[src/rtl/romseq_pkg.sv]
package romseq_pkg;
  localparam int REG_N = 8;
  localparam int IDX_BASE0 = 0;
  localparam int IDX_BASE1 = 1;
  localparam int IDX_BASE2 = 2;
  localparam int IDX_OFS0 = 3;
  localparam int IDX_OFS1 = 4;
  localparam int IDX_STEP0 = 5;
  localparam int IDX_STEP1 = 6;
  localparam int IDX_MODE = 7;
  localparam int MB_STEPREG = 0;
  localparam int MB_OFSREAD = 1;
  localparam int MB_STEPSGN = 2;
  localparam int MB_OFSSGN = 3;
  localparam int MB_TOOFS = 4;
  localparam int MB_ADJ8 = 5;
  localparam int MB_ADJ16 = 6;

  typedef struct packed {
    logic [REG_N-1:0] ld;
    logic priGo;
    logic auxGo;
    logic immGo;
  } seqStb_t;

  function automatic logic [23:0] ext16(input logic [15:0] v, input logic sgn);
    return sgn ? {{8{v[15]}}, v} : {8'h00, v};
  endfunction

  function automatic logic [23:0] ext8(input logic [7:0] v, input logic sgn);
    return sgn ? {{16{v[7]}}, v} : {16'h0000, v};
  endfunction
endpackage

[src/rtl/romseq_ctrl.sv]
module romseq_ctrl
  import romseq_pkg::*;
(
  input  logic        clk,
  input  logic        rstN,
  input  logic        wrEn,
  input  logic [2:0]  wrAddr,
  input  logic        priRd,
  input  logic        auxRd,
  input  logic [7:0]  mode,
  output seqStb_t     stb,
  output logic        romEn,
  output logic        validQ,
  output logic        zeroQ
);
  logic [4:0] mask;
  logic [1:0] trk;
  logic [1:0] trkSum;
  logic       priAcc, auxAcc, baseAll, maskFull, immArm, immFire;
  logic       unusedMode;

  assign unusedMode = ^{mode[7], mode[3], mode[2], mode[0]};

  always_comb begin
    for (int i = 0; i < REG_N; i++) stb.ld[i] = wrEn && (wrAddr == 3'(i));
  end

  assign priAcc   = priRd && !wrEn;
  assign auxAcc   = auxRd && !priRd && !wrEn;
  assign baseAll  = &mask[2:0];
  assign maskFull = &mask;
  assign immArm   = mode[MB_OFSREAD] && (mode[MB_ADJ8] ^ mode[MB_ADJ16]);
  assign trkSum   = trk | ({stb.ld[IDX_OFS1], stb.ld[IDX_OFS0]} & {2{immArm}});
  assign immFire  = (trkSum == 2'b11);

  assign stb.priGo = priAcc && baseAll;
  assign stb.auxGo = auxAcc && maskFull;
  assign stb.immGo = immFire && !mode[MB_TOOFS];
  assign romEn     = stb.priGo || stb.auxGo;

  always_ff @(posedge clk or negedge rstN) begin
    if (!rstN) begin
      mask   <= '0;
      trk    <= '0;
      validQ <= 1'b0;
      zeroQ  <= 1'b0;
    end else begin
      mask   <= mask | stb.ld[4:0];
      if (stb.ld[IDX_MODE] || immFire) trk <= '0;
      else                              trk <= trkSum;
      validQ <= priAcc || auxAcc;
      zeroQ  <= (priAcc && !baseAll) || (auxAcc && !maskFull);
    end
  end


  trk_clear_chk: assert property (@(posedge clk) disable iff (!rstN)
    stb.ld[IDX_MODE] |=> (trk == 2'b00));


  req_valid_chk: assert property (@(posedge clk) disable iff (!rstN)
    ((priRd || auxRd) && !wrEn) |=> validQ);


  blocked_zero_chk: assert property (@(posedge clk) disable iff (!rstN)
    (priRd && !wrEn && !(&mask[2:0])) |=> (validQ && zeroQ));
endmodule

[src/rtl/romseq_dp.sv]
module romseq_dp
  import romseq_pkg::*;
#(
  parameter int ROM_SIZE = 786432,
  localparam int ROM_AW = $clog2(ROM_SIZE)
) (
  input  logic              clk,
  input  logic              rstN,
  input  seqStb_t           stb,
  input  logic [7:0]        wrData,
  input  logic [2:0]        regSel,
  output logic [7:0]        regData,
  output logic [7:0]        mode,
  output logic [ROM_AW-1:0] romAddr
);
  localparam logic [23:0] SIZE24 = 24'(ROM_SIZE);

  logic [23:0] base;
  logic [15:0] ofs, step;
  logic [23:0] ofsExt, stepExt, ofsSum, addrFull, immAmt;
  logic [15:0] newOfs;
  logic        adjBoth, unusedBits;

  function automatic logic [23:0] sizeMod(input logic [23:0] x);
    return x % SIZE24;
  endfunction

  assign ofsExt  = ext16(ofs, mode[MB_OFSSGN]);
  assign stepExt = mode[MB_STEPREG] ? ext16(step, mode[MB_STEPSGN]) : 24'd1;
  assign ofsSum  = base + ofsExt;
  assign adjBoth = mode[MB_ADJ8] && mode[MB_ADJ16];

  assign addrFull = (stb.auxGo || mode[MB_OFSREAD]) ? sizeMod(ofsSum) : sizeMod(base);
  assign romAddr  = addrFull[ROM_AW-1:0];
  assign unusedBits = ^{addrFull[23:ROM_AW], mode[7]};

  assign newOfs = {stb.ld[IDX_OFS1] ? wrData : ofs[15:8],
                   stb.ld[IDX_OFS0] ? wrData : ofs[7:0]};
  assign immAmt = mode[MB_ADJ8] ? ext8(newOfs[7:0], mode[MB_OFSSGN])
                                : ext16(newOfs, mode[MB_OFSSGN]);

  always_ff @(posedge clk or negedge rstN) begin
    if (!rstN) begin
      base <= '0;
      ofs  <= '0;
      step <= '0;
      mode <= '0;
    end else begin
      if (stb.ld[IDX_BASE0] || stb.ld[IDX_BASE1] || stb.ld[IDX_BASE2]) begin
        for (int b = 0; b < 3; b++)
          if (stb.ld[IDX_BASE0 + b]) base[8*b +: 8] <= wrData;
      end else if (stb.immGo) begin
        base <= sizeMod(base + immAmt);
      end else if (stb.priGo && !mode[MB_OFSREAD] && !mode[MB_TOOFS]) begin
        base <= sizeMod(base + stepExt);
      end else if (stb.auxGo && adjBoth && !mode[MB_TOOFS]) begin
        base <= sizeMod(ofsSum);
      end

      if (stb.ld[IDX_OFS0] || stb.ld[IDX_OFS1]) begin
        ofs <= newOfs;
      end else if (stb.priGo) begin
        if (mode[MB_OFSREAD])     ofs <= ofs + 16'd1;
        else if (mode[MB_TOOFS])  ofs <= ofs + stepExt[15:0];
      end else if (stb.auxGo && adjBoth && mode[MB_TOOFS]) begin
        ofs <= {ofs[14:0], 1'b0};
      end

      if (stb.ld[IDX_STEP0]) step[7:0]  <= wrData;
      if (stb.ld[IDX_STEP1]) step[15:8] <= wrData;
      if (stb.ld[IDX_MODE])  mode       <= wrData;
    end
  end

  always_comb begin
    unique case (regSel)
      3'd0: regData = base[7:0];
      3'd1: regData = base[15:8];
      3'd2: regData = base[23:16];
      3'd3: regData = ofs[7:0];
      3'd4: regData = ofs[15:8];
      3'd5: regData = step[7:0];
      3'd6: regData = step[15:8];
      default: regData = mode;
    endcase
  end


  addr_range_chk: assert property (@(posedge clk) disable iff (!rstN)
    (stb.priGo || stb.auxGo) |-> (24'(romAddr) < SIZE24));


  base_range_chk: assert property (@(posedge clk) disable iff (!rstN)
    (stb.immGo || (stb.priGo && !mode[MB_OFSREAD] && !mode[MB_TOOFS])) |=> (base < SIZE24));


  ofs_read_hold_chk: assert property (@(posedge clk) disable iff (!rstN)
    (stb.priGo && mode[MB_OFSREAD]) |=> $stable(base));


  to_ofs_hold_chk: assert property (@(posedge clk) disable iff (!rstN)
    (stb.priGo && !mode[MB_OFSREAD] && mode[MB_TOOFS]) |=> $stable(base));
endmodule

[src/rtl/rom_stream_seq.sv]
module rom_stream_seq
  import romseq_pkg::*;
#(
  parameter int ROM_SIZE = 786432,
  localparam int ROM_AW = $clog2(ROM_SIZE)
) (
  input  logic              clk,
  input  logic              rstN,
  input  logic              wrEn,
  input  logic [2:0]        wrAddr,
  input  logic [7:0]        wrData,
  input  logic [2:0]        regSel,
  output logic [7:0]        regData,
  input  logic              priRd,
  input  logic              auxRd,
  output logic              romEn,
  output logic [ROM_AW-1:0] romAddr,
  input  logic [7:0]        romData,
  output logic [7:0]        dataOut,
  output logic              dataValid
);
  seqStb_t    stb;
  logic [7:0] mode;
  logic       validQ, zeroQ;

  romseq_ctrl u_ctrl (
    .clk(clk), .rstN(rstN), .wrEn(wrEn), .wrAddr(wrAddr),
    .priRd(priRd), .auxRd(auxRd), .mode(mode), .stb(stb),
    .romEn(romEn), .validQ(validQ), .zeroQ(zeroQ)
  );

  romseq_dp #(.ROM_SIZE(ROM_SIZE)) u_dp (
    .clk(clk), .rstN(rstN), .stb(stb), .wrData(wrData),
    .regSel(regSel), .regData(regData), .mode(mode), .romAddr(romAddr)
  );

  assign dataOut   = zeroQ ? 8'h00 : romData;
  assign dataValid = validQ;


  single_port_chk: assert property (@(posedge clk) disable iff (!rstN)
    $onehot0({stb.priGo, stb.auxGo, wrEn}));
endmodule

[config.mk]
export PLATFORM = sky130hd
export DESIGN_NAME = rom_stream_seq
export DESIGN_NICKNAME = d
export VERILOG_FILES = /design/src/rtl/romseq_pkg.sv /design/src/rtl/romseq_ctrl.sv /design/src/rtl/romseq_dp.sv /design/src/rtl/rom_stream_seq.sv
export SDC_FILE = /design/constraint.sdc
export NUM_CORES = 1
export LEC_CHECK = 0
export ABC_AREA = 1
export BUFFER_PORTS_ARGS = -buffer_cell sky130_fd_sc_hd__clkbuf_2
export CAP_MARGIN = 20
export CORE_ASPECT_RATIO = 2
export CORE_MARGIN = 3
export CORE_UTILIZATION = 30
export DETAILED_ROUTE_END_ITERATION = 10
export PLACE_DENSITY = 0.44
export SYNTH_ARGS = -nofsm -noshare
export SYNTH_HDL_FRONTEND = slang
export SYNTH_SLANG_ARGS = --single-unit
[constraint.sdc]
create_clock -name clk -period 4.25 [get_ports clk]
set_input_delay 0 -clock clk [delete_from_list [all_inputs] [get_ports clk]]
set_output_delay 0 -clock clk [all_outputs]
set_load 0.05 [all_outputs]
Word level (Yosys, flattened, before mapping):

Cells that the tools add are included.

* register bits after elaboration: 73
* input port bits: 27
* output and inout bits: 38
* logic and storage cells: 113

* add/subtract/negate cells: 5
* divide/modulo/power cells: 4
* equality and inequality tests: 18
* muxes and demuxes: 24
* bitwise logic cells: 4
* reduce and logical (&&, ||, !) cells: 47

Operators with widths (number)
* $mux W24: 10
* $mod A24 B20 Y24 const B: 4
* $mux W16: 5
* $add A24 B24 Y24: 3
* $pmux W8 S7: 1
* $mux W8: 6
* $logic_and A1 B1 Y1: 23
* $eq A3 B3 Y1 const B: 7
* $mux W20: 1
* $add A16 B1 Y16 const B: 1
* $add A16 B16 Y16: 1
* $eq A3 B2 Y1 const B: 4
* $logic_or A1 B1 Y1: 8
* $reduce_and A2 Y1: 4
* $eq A3 B1 Y1 const B: 2
* $logic_not A1 Y1: 6
* $logic_not A3 Y1: 2
* $ne A2 B2 Y1 const B: 3
* $or A5 B5 Y5: 1
* $reduce_and A5 Y1: 1
* $ne A4 B1 Y1 const B: 1
* $reduce_bool A4 Y1: 1
* $reduce_and A3 Y1: 1
* $reduce_bool A3 Y1: 1
* 5 further kinds: 5

Depth between registers and ports, before layout:

Gate-level depths: netlist of run 1.

* depth in word-level cells: 10
* mapped depth: 33
* mapped depth without buffers: 33

Hierarchy:

From an unflattened synthesis of run 1, not the netlist that was laid out.

* cells, all modules: 1639
* area total of the unflattened synthesis: 10196.0 µm²

By module, submodules not included
* romseq_dp: times used 1, cells an instance 1554, area each 9621.7 µm², sequential area each 1601.5 µm²
* romseq_ctrl: times used 1, cells an instance 68, area each 503.0 µm², sequential area each 225.2 µm²
* rom_stream_seq: times used 1, cells an instance 17, area each 71.3 µm², sequential area each 0.0 µm²

Least setup slack after synthesis of run 1:

No wires, ideal clock.

* path kind: reg-to-output
* start: register u_dp.ofs[15]
* end: output port romAddr[18]
* data arrival time: 3.517 ns
* data required time: 4.250 ns
* slack: 0.733 ns
* cell stages (with the launch flop): 24
* path buffers: 0
* path through: dfrtp_1 -> nand2_1 -> inv_1 -> ha_1 -> inv_1 -> nor3_1 -> nand2_1 -> nor2_1 -> nand2_1 -> nand3_1 -> nand2_1 -> nand2_1 -> nand2_1 -> nand2_1 -> nand2_1 -> nand2_1 -> nand3_1 -> nand2_1 -> inv_1 -> nand3_1 -> nand2_1 -> nand2_1 -> nand3_1 -> o21ai_0

* longest elaborated chain between the ends: 4

Ends and longest elaborated chain
* start, declared: line romseq_dp.sv:19 `logic [15:0] ofs, step;`
* start signal, assigned: line romseq_dp.sv:61 `ofs <= newOfs;`
* start signal, assigned: line romseq_dp.sv:63 `if (mode[MB_OFSREAD]) ofs <= ofs + 16'd1;`
* start signal, assigned: line romseq_dp.sv:64 `else if (mode[MB_TOOFS]) ofs <= ofs + stepExt[15:0];`
* $mux W24: line romseq_pkg.sv:27 `return sgn ? {{8{v[15]}}, v} : {8'h00, v};`
* $add A24 B24 Y24: line romseq_dp.sv:30 `assign ofsSum = base + ofsExt;`
* $mod A24 B20 Y24: line romseq_dp.sv:25 `return x % SIZE24;`
* $mux W20: line romseq_dp.sv:33 `assign addrFull = (stb.auxGo || mode[MB_OFSREAD]) ? sizeMod(ofsSum) : sizeMod(base);`
* end, declared: line rom_stream_seq.sv:17 `output logic [ROM_AW-1:0] romAddr,`

Every way passes these cells.

Worst setup path in the final report of run 1:

* start: input port wrAddr[1]
* end: register u_dp.base[18]

* longest elaborated chain between the ends: 9
* elaborated cells on any way between the ends: 28
* those cells by class: add/sub: 1; div: 1; eq/ne: 6; mux: 7; bitwise: 2; reduce/logical: 11

Ends and longest elaborated chain
* start, declared: line rom_stream_seq.sv:10 `input logic [2:0] wrAddr,`
* $eq A3 B2 Y1 / $eq A3 B3 Y1 (equally long branches): line romseq_ctrl.sv:25 `for (int i = 0; i < REG_N; i++) stb.ld[i] = wrEn && (wrAddr == 3'(i));`
* $logic_and A1 B1 Y1: line romseq_ctrl.sv:25
* $mux W8 (on tied branches): line romseq_dp.sv:38, romseq_dp.sv:37
* $mux W24 (on tied branches): line romseq_pkg.sv:27, romseq_pkg.sv:31
* $mux W24: line romseq_dp.sv:39 `assign immAmt = mode[MB_ADJ8] ? ext8(newOfs[7:0], mode[MB_OFSSGN])`
* $add A24 B24 Y24: line romseq_dp.sv:53 `base <= sizeMod(base + immAmt);`
* $mod A24 B20 Y24: line romseq_dp.sv:25
* $mux W24: line romseq_dp.sv:52 `end else if (stb.immGo) begin`
* $mux W24: line romseq_dp.sv:49 `if (stb.ld[IDX_BASE0] || stb.ld[IDX_BASE1] || stb.ld[IDX_BASE2]) begin`
* end signal, assigned by index: line romseq_dp.sv:51 `if (stb.ld[IDX_BASE0 + b]) base[8*b +: 8] <= wrData;`
* end signal, assigned: line romseq_dp.sv:53
* end signal, assigned: line romseq_dp.sv:55 `base <= sizeMod(base + stepExt);`
* end, declared: line romseq_dp.sv:18 `logic [23:0] base;`

Parallel ways exist; a longest one is shown, timed or not.
A chain may end at the register's enable or synchronous reset.

==> impl_metrics.yaml, run 1 <==
yosys:
  synthArstFlopShare_pct: 100
  synth.distinct_cells: 49
  netlist.area_leader.share_pct: 18.4
  synth_warnings: 0
  synth.area.top_cells: "dfrtp_1 18%, nand2_1 17%, ha_1 11%"
  ys_ff_latch: 73
  avgSynthCellArea_sq_um: 6.12
  synth_edf_count: 0
  ys.flop_type: "dfrtp_1"
  syn_inst: 1625
  syn_nets: 1741
  synth_largest_area_cell: "dfrtp_1"
  seq_area_frac_synth_pct: 18.4
  synth_area_sq_mm: 0.00994
sta:
  fin_setup_tns_ns: 0
  hold_violations: 0
  fin_crit_sh_pct: 91.9
  tightestPinTransition_ns: 1.12
  clock_skew_ns: 0.00997
  hold_ws_ns: 0.00257
  fmax_mhz: 256
  finalMaxSlewViolations: 0
  slew_headroom_pct: 24.5
  layout_setup_ws_ns: 0.346
  finalSetupViolations: 0
  finalCriticalPeriod_ns: 3.90
routing:
  ant_nets: 0
  via_per_inst: 5.20
  wl_per_cell_um: 21.4
  top_layer: "met4"
  firstDrtPassIters: 5
  drc: 0
  drt-met1-wl_um: 15400
  wl_met2_um: 25300
  dr_wl_met3_um: 1240
  vias: 11300
  drt-initial-drc-count: 700
  wl_um: 46400
grt:
  track_usage_pct: 25.9
  grt_pass1_vias: 11500
  grt_pass1_wl_um: 68200
  grt_remaining_overflow: 0
  antenna_found_initial: 0
  grt_max_degree: 74
cells_and_area:
  final_common_cell: "nand2_1"
  area_delta_synth_final_pct: 17.8
  fin_cells: 2165
  antennaDiodeCount: 0
  fillers: 3605
  final_cell_mix: "459 x nand2_1, 236 x inv_1, 156 x nor2_1"
  final_nets: 1849
  drive_above_1_share_pct: 10.6
clock_network:
  cts-root-buf: "clkbuf_16"
  cts.sinks: 73
  clk_latency_ns: 0.37
  cts_buffers: 9
  cts_buffer_depth: 2
  ctsHtreeMaxLevel: 3
  clk_pin_slew_ns: 0.07
  cts_tree: "yes"
setup_path:
  critPathCaptureType: "flip-flop"
  startpoint: "wrAddr[1]"
  critPathCapture: "u_dp.base[18]"
  cp_max_fo: 9
  cp_common_cell: "nand2_1"
  r2r_start: "u_dp.ofs[15]"
  worstPathRequired_ns: 4.55
  crit_arrival_ns: 4.20
  critPathSlowestCell: "dlygate4sd3_1"
  crit_type: "input port to flip-flop"
  start_kind: "input port"
  rr_endpoint: "u_dp.base[18]"
  max_stage_delay_ns: 0.53
  rrSetupSlack_ns: 0.49
  r2r_cells: 28
floorplanning:
  row_count: 93
  core_sq_mm: 0.0325
  die_y_um: 263
  pin_count: 65
  fp.dieW_um: 135
  start_util_pct: 30.6
  die_area_sq_mm: 0.0355
placed_design:
  gp_congestion: 0.961
  place_inst: 2127
  numPortBuffers: 64
  dp_hpwl_um: 39500
  post-place-ws_ns: 0.374
power_and_ir_drop:
  vdd_drop_max_mv: 0.371
  powerDensity_mw_per_mm2: 875
  power_mw: 10.2
  leakagePower_nw: 6.12
run:
  maxCapViolations: 0
min_path:
  hold_class: "input port to asynchronous set/reset pin"
outcome:
  status: "finished, final reports clean"
## Yosys cell counts (2+ instances only)
cell	count
o22ai_1	17
nand3_2	7
a22oi_1	4
o211ai_1	38
nand4_1	23
inv_1	237
xnor2_1	30
nor2_1	158
nor3_1	12
nor4_1	3
a31oi_1	31
and3_1	2
a21oi_2	3
a21o_1	7
o221ai_1	9
nand2_4	2
fa_1	4
nand2_1	459
dfrtp_1	73
xor2_1	41
clkbuf_1	25
o21bai_1	15
o21ai_0	130
clkinv_1	5
a221oi_1	8
nand3_1	66
o21ai_1	6
a21boi_0	5
o21ai_2	5
nand3b_1	2
ha_1	85
inv_2	2
buf_2	4
nand2_2	8
a21oi_1	85
## how the worst min path moves through the flow
stage,slack [ns],end
after global placement,0.25,u_dp.base[6]
after global routing,0.04,u_dp.base[3]
final,0.003,u_dp.base[3]
after detailed placement,0.25,u_dp.mode[2]
after CTS,0.02,u_ctrl.validQ
after floorplan,-0.30,u_ctrl.mask[0]
## worst max-delay path, delay by kind of cell
kind                       cells  cell delay, ns
buffers and inverters          6            1.24
AOI/OAI and AO/OA              6            0.95
adders and majority gates      1            0.22
and+or+nand+nor               18            1.78
## state kept, by name, indices dropped and copies added, names as in the netlist
signal,count
u_dp.base,24
u_dp.ofs,16
u_dp.step,16
u_dp.mode,8
u_ctrl.mask,5
u_ctrl.trk,2
u_ctrl.validQ,1
u_ctrl.zeroQ,1
## logic make-up after synthesis
| family | after synthesis | share of synthesized area [%] |
|---|---|---|
| AND/OR/NAND/NOR | 750 | 31.4 |
| AO/OA/AOI/OAI | 367 | 21.9 |
| buffers and inverters | 274 | 10.4 |
| adder cells (fa/ha/maj) | 89 | 11.5 |
| flip-flops | 73 | 18.4 |
| XOR/XNOR | 72 | 6.42 |
## metrics by stage
stage,instance area (sq um),util (%)
floorplan,9940,-
global placement,11000,33.9
detailed placement,11000,33.9
CTS,11500,35.3
global route,11700,36.1
finish,11700,36.1
## metal layers
layer | track usage [%] | up-vias
met5 | 0 | -
met4 | 20.4 | 0
met2 | 49.7 | 311
met3 | 2.33 | 152
met1 | 24.1 | 5196
li1 | - | 5607
## cell type report
| class | instances | area [sq um] | share of cell area (%) |
|---|---|---|---|
| sequential | 73 | 1830 | 15.6 |
| multi-input combinational | 1278 | 7230 | 61.8 |
| inverter | 244 | 920 | 7.86 |
| clock buffer | 9 | 225 | 1.92 |
| tap | 427 | 534 | 4.56 |
| timing repair buffer | 127 | 866 | 7.40 |
| clock inverter | 7 | 103 | 0.876 |
## report_power, final
group          switching (mW)  total, mW  internal (mW)
sequential              0.449       1.34          0.888
combinational            5.47       8.01           2.55
clock                   0.368      0.890          0.522
total                    6.28       10.2           3.96
## timing repair
| action | CTS | global route |
|---|---|---|
| resized for setup | 0 | 37 |
| endpoints found under the hold margin | 83 | 0 |
| endpoints found under the setup margin | 0 | 4 |
| hold buffers | 14 | 0 |
| buffers inserted | 0 | 6 |
Note: power is estimated with default switching activity, not from simulation.
==> inputs of run 2 (changes only) <==
- clock period: 4.25 -> 3.7 ns (I/O delays scaled with it)
==> run 2 against run 1 <==
Compared with the run above: design area increased by 9.5%; count of clock-buffer cells in the layout increased by 1; clock power increased by 11%; register-to-register slack got worse by 0.31 ns; critical path type is now flip-flop to flip-flop; largest cell class unchanged; largest power group unchanged.
==> impl_metrics.yaml, run 2 (synthesis gave the netlist of run 1 again) <==
outcome:
  status: "finished, final reports clean"
routing:
  via_per_inst: 5.14
  drt-initial-drc-count: 586
  drc: 0
  wl_um: 47200
  firstDrtPassIters: 5
  wl_per_cell_um: 20.9
  ant_nets: 0
  vias: 11600
sta:
  fin_crit_sh_pct: 95.1
  finalSetupViolations: 0
  clock_skew_ns: 0.00881
  finalMaxSlewViolations: 0
  slew_headroom_pct: 24.3
  finalCriticalPeriod_ns: 3.52
  grt_setup_unrepaired: "yes"
  fmax_mhz: 284
  hold_violations: 0
  tightestPinTransition_ns: 1.13
floorplanning:
  die_y_um: 263
  die_area_sq_mm: 0.0355
  start_util_pct: 30.6
  row_count: 93
  fp.dieW_um: 135
  pin_count: 65
  core_sq_mm: 0.0325
placed_design:
  place_area_sq_mm: 0.0117
  numPortBuffers: 64
  dp_hpwl_um: 40200
  gp_congestion: 0.981
cells_and_area:
  final_common_cell: "nand2_1"
  final_nets: 1945
  fin_util_pct: 39.5
  fin_area_sq_mm: 0.0128
  final_cell_mix: "434 x nand2_1, 225 x inv_1, 145 x nor2_1, 145 x buf_4, 115 x o21ai_0"
  antennaDiodeCount: 0
  largest_register_ff_count: 24
  drive_above_1_share_pct: 20.1
  area_delta_synth_final_pct: 28.9
  top_regs: "u_dp.base: 24 flops, u_dp.ofs: 16 flops, u_dp.step: 16 flops"
  regMostFlops: "u_dp.base"
setup_path:
  cp_max_fo: 4
  crit_type: "flip-flop to flip-flop"
  worstPathRequired_ns: 3.99
  start_kind: "flip-flop"
  critPathCaptureType: "flip-flop"
  crit_arrival_ns: 3.81
clock_network:
  cts-root-buf: "clkbuf_16"
  cts_tree: "yes"
  cts.sinks: 73
  clk_pin_slew_ns: 0.07
  ctsHtreeMaxLevel: 3
  cts_buffer_depth: 2
  clk_latency_ns: 0.36
  cts_buffers: 9
power_and_ir_drop:
  leakagePower_nw: 6.60
  vdd_drop_max_mv: 0.725
  powerDensity_mw_per_mm2: 1000
  power_mw: 12.8
grt:
  track_usage_pct: 26.0
  grt_pass1_wl_um: 68300
  grt_max_degree: 74
  grt_pass1_vias: 11800
  antenna_found_initial: 0
  grt_remaining_overflow: 0
min_path:
  hold_class: "input port to flip-flop"
run:
  maxCapViolations: 0
run 2: changes by cell type in the layout (fill, tap and decap cells not counted), sizes merged:
| cell | before | now |
|---|---|---|
| buf | 50 | 152 |
| clkinvlp | 1 | 5 |
| clkbuf | 72 | 71 |
| dlygate4sd3 | 14 | 10 |
| inv | 240 | 235 |
run 2: what timing repair did:
action | in CTS | in global routing
endpoints found under the setup margin | 2 | 5
setup buffers | 0 | 13
endpoints found under the hold margin | 82 | 0
hold buffers | 10 | 0
pin swaps | 0 | 25
gates resized for setup | 7 | 134
gates cloned | 0 | 0
run 2: final timing paths:
path | start | to | slack (ns) | cells past startpoint
min in group asynchronous | rstN | u_dp.base[19] | 0.14 | 2
worst min register to register | u_ctrl.mask[2] | u_ctrl.mask[2] | 0.45 | 2
worst min-delay path | wrAddr[1] | u_ctrl.mask[0] | 0.03 | 4
worst max-delay path | u_dp.ofs[0] | u_dp.base[18] | 0.18 | 25
worst max register to register | u_dp.ofs[0] | u_dp.base[18] | 0.18 | 25
max in group asynchronous | rstN | u_dp.ofs[9] | 2.92 | 3
run 2: metrics by stage:
stage / hold slack (ns) / worst slack (ns) / std cells / TNS, ns
after floorplan: -0.296 / 0.183 / 1625 / 0
after global placement: 0.236 / 0.0116 / 2220 / 0
after detailed placement: 0.230 / -0.0345 / 2220 / -0.0614
after CTS: 0.0182 / 0.0374 / 2246 / 0
after global routing: 0.0561 / -0.0817 / 2261 / -0.199
final: 0.0289 / 0.183 / 2261 / 0
run 2: area by class of cell:
cell class | count | area [sq um]
timing repair buffer | 223 | 1610
clock buffer | 10 | 229
tap | 427 | 534
clock inverter | 6 | 91.3
inverter | 244 | 940
fill | 3562 | 19600
multi-input combinational | 1278 | 7580
sequential | 73 | 1830
run 2: worst max-delay path, stage by stage (launching register included):
cell and delay, ns:
dfrtp_1 0.43, nand2_1 0.08, o21ai_1 0.12, ha_1 0.25, inv_1 0.07, fa_1 0.40
nand3b_1 0.20, o211ai_1 0.32, nand2_1 0.13, nand3_1 0.09, nand2_1 0.07, nand2_2 0.08
nand4_1 0.15, nand2_1 0.14, nand2_1 0.06, nand2_1 0.07, nand4_1 0.14, nand2_1 0.12
nand2_2 0.06, nand3_2 0.07, nand2_1 0.05, nand2_1 0.05, nand2_1 0.06, nand2_1 0.06
nand2_1 0.06, a21oi_2 0.12
run 2: routing by layer:
layer  share of wire [%]  vias up  wire length, um  GRT usage, %
met1                  33     5343            15700          23.9
met2                  54      326            25300          49.1
met3                 2.5      153             1160          2.10
met5                   0        -                0             0
li1                    -     5796                -             -
met4                  11        0             4990          23.9
run 2: report_power, final:
part           switching (mW)  total [mW]  internal [mW]
combinational            6.65        10.4           3.70
clock                   0.394       0.989          0.595
sequential              0.474        1.50           1.02
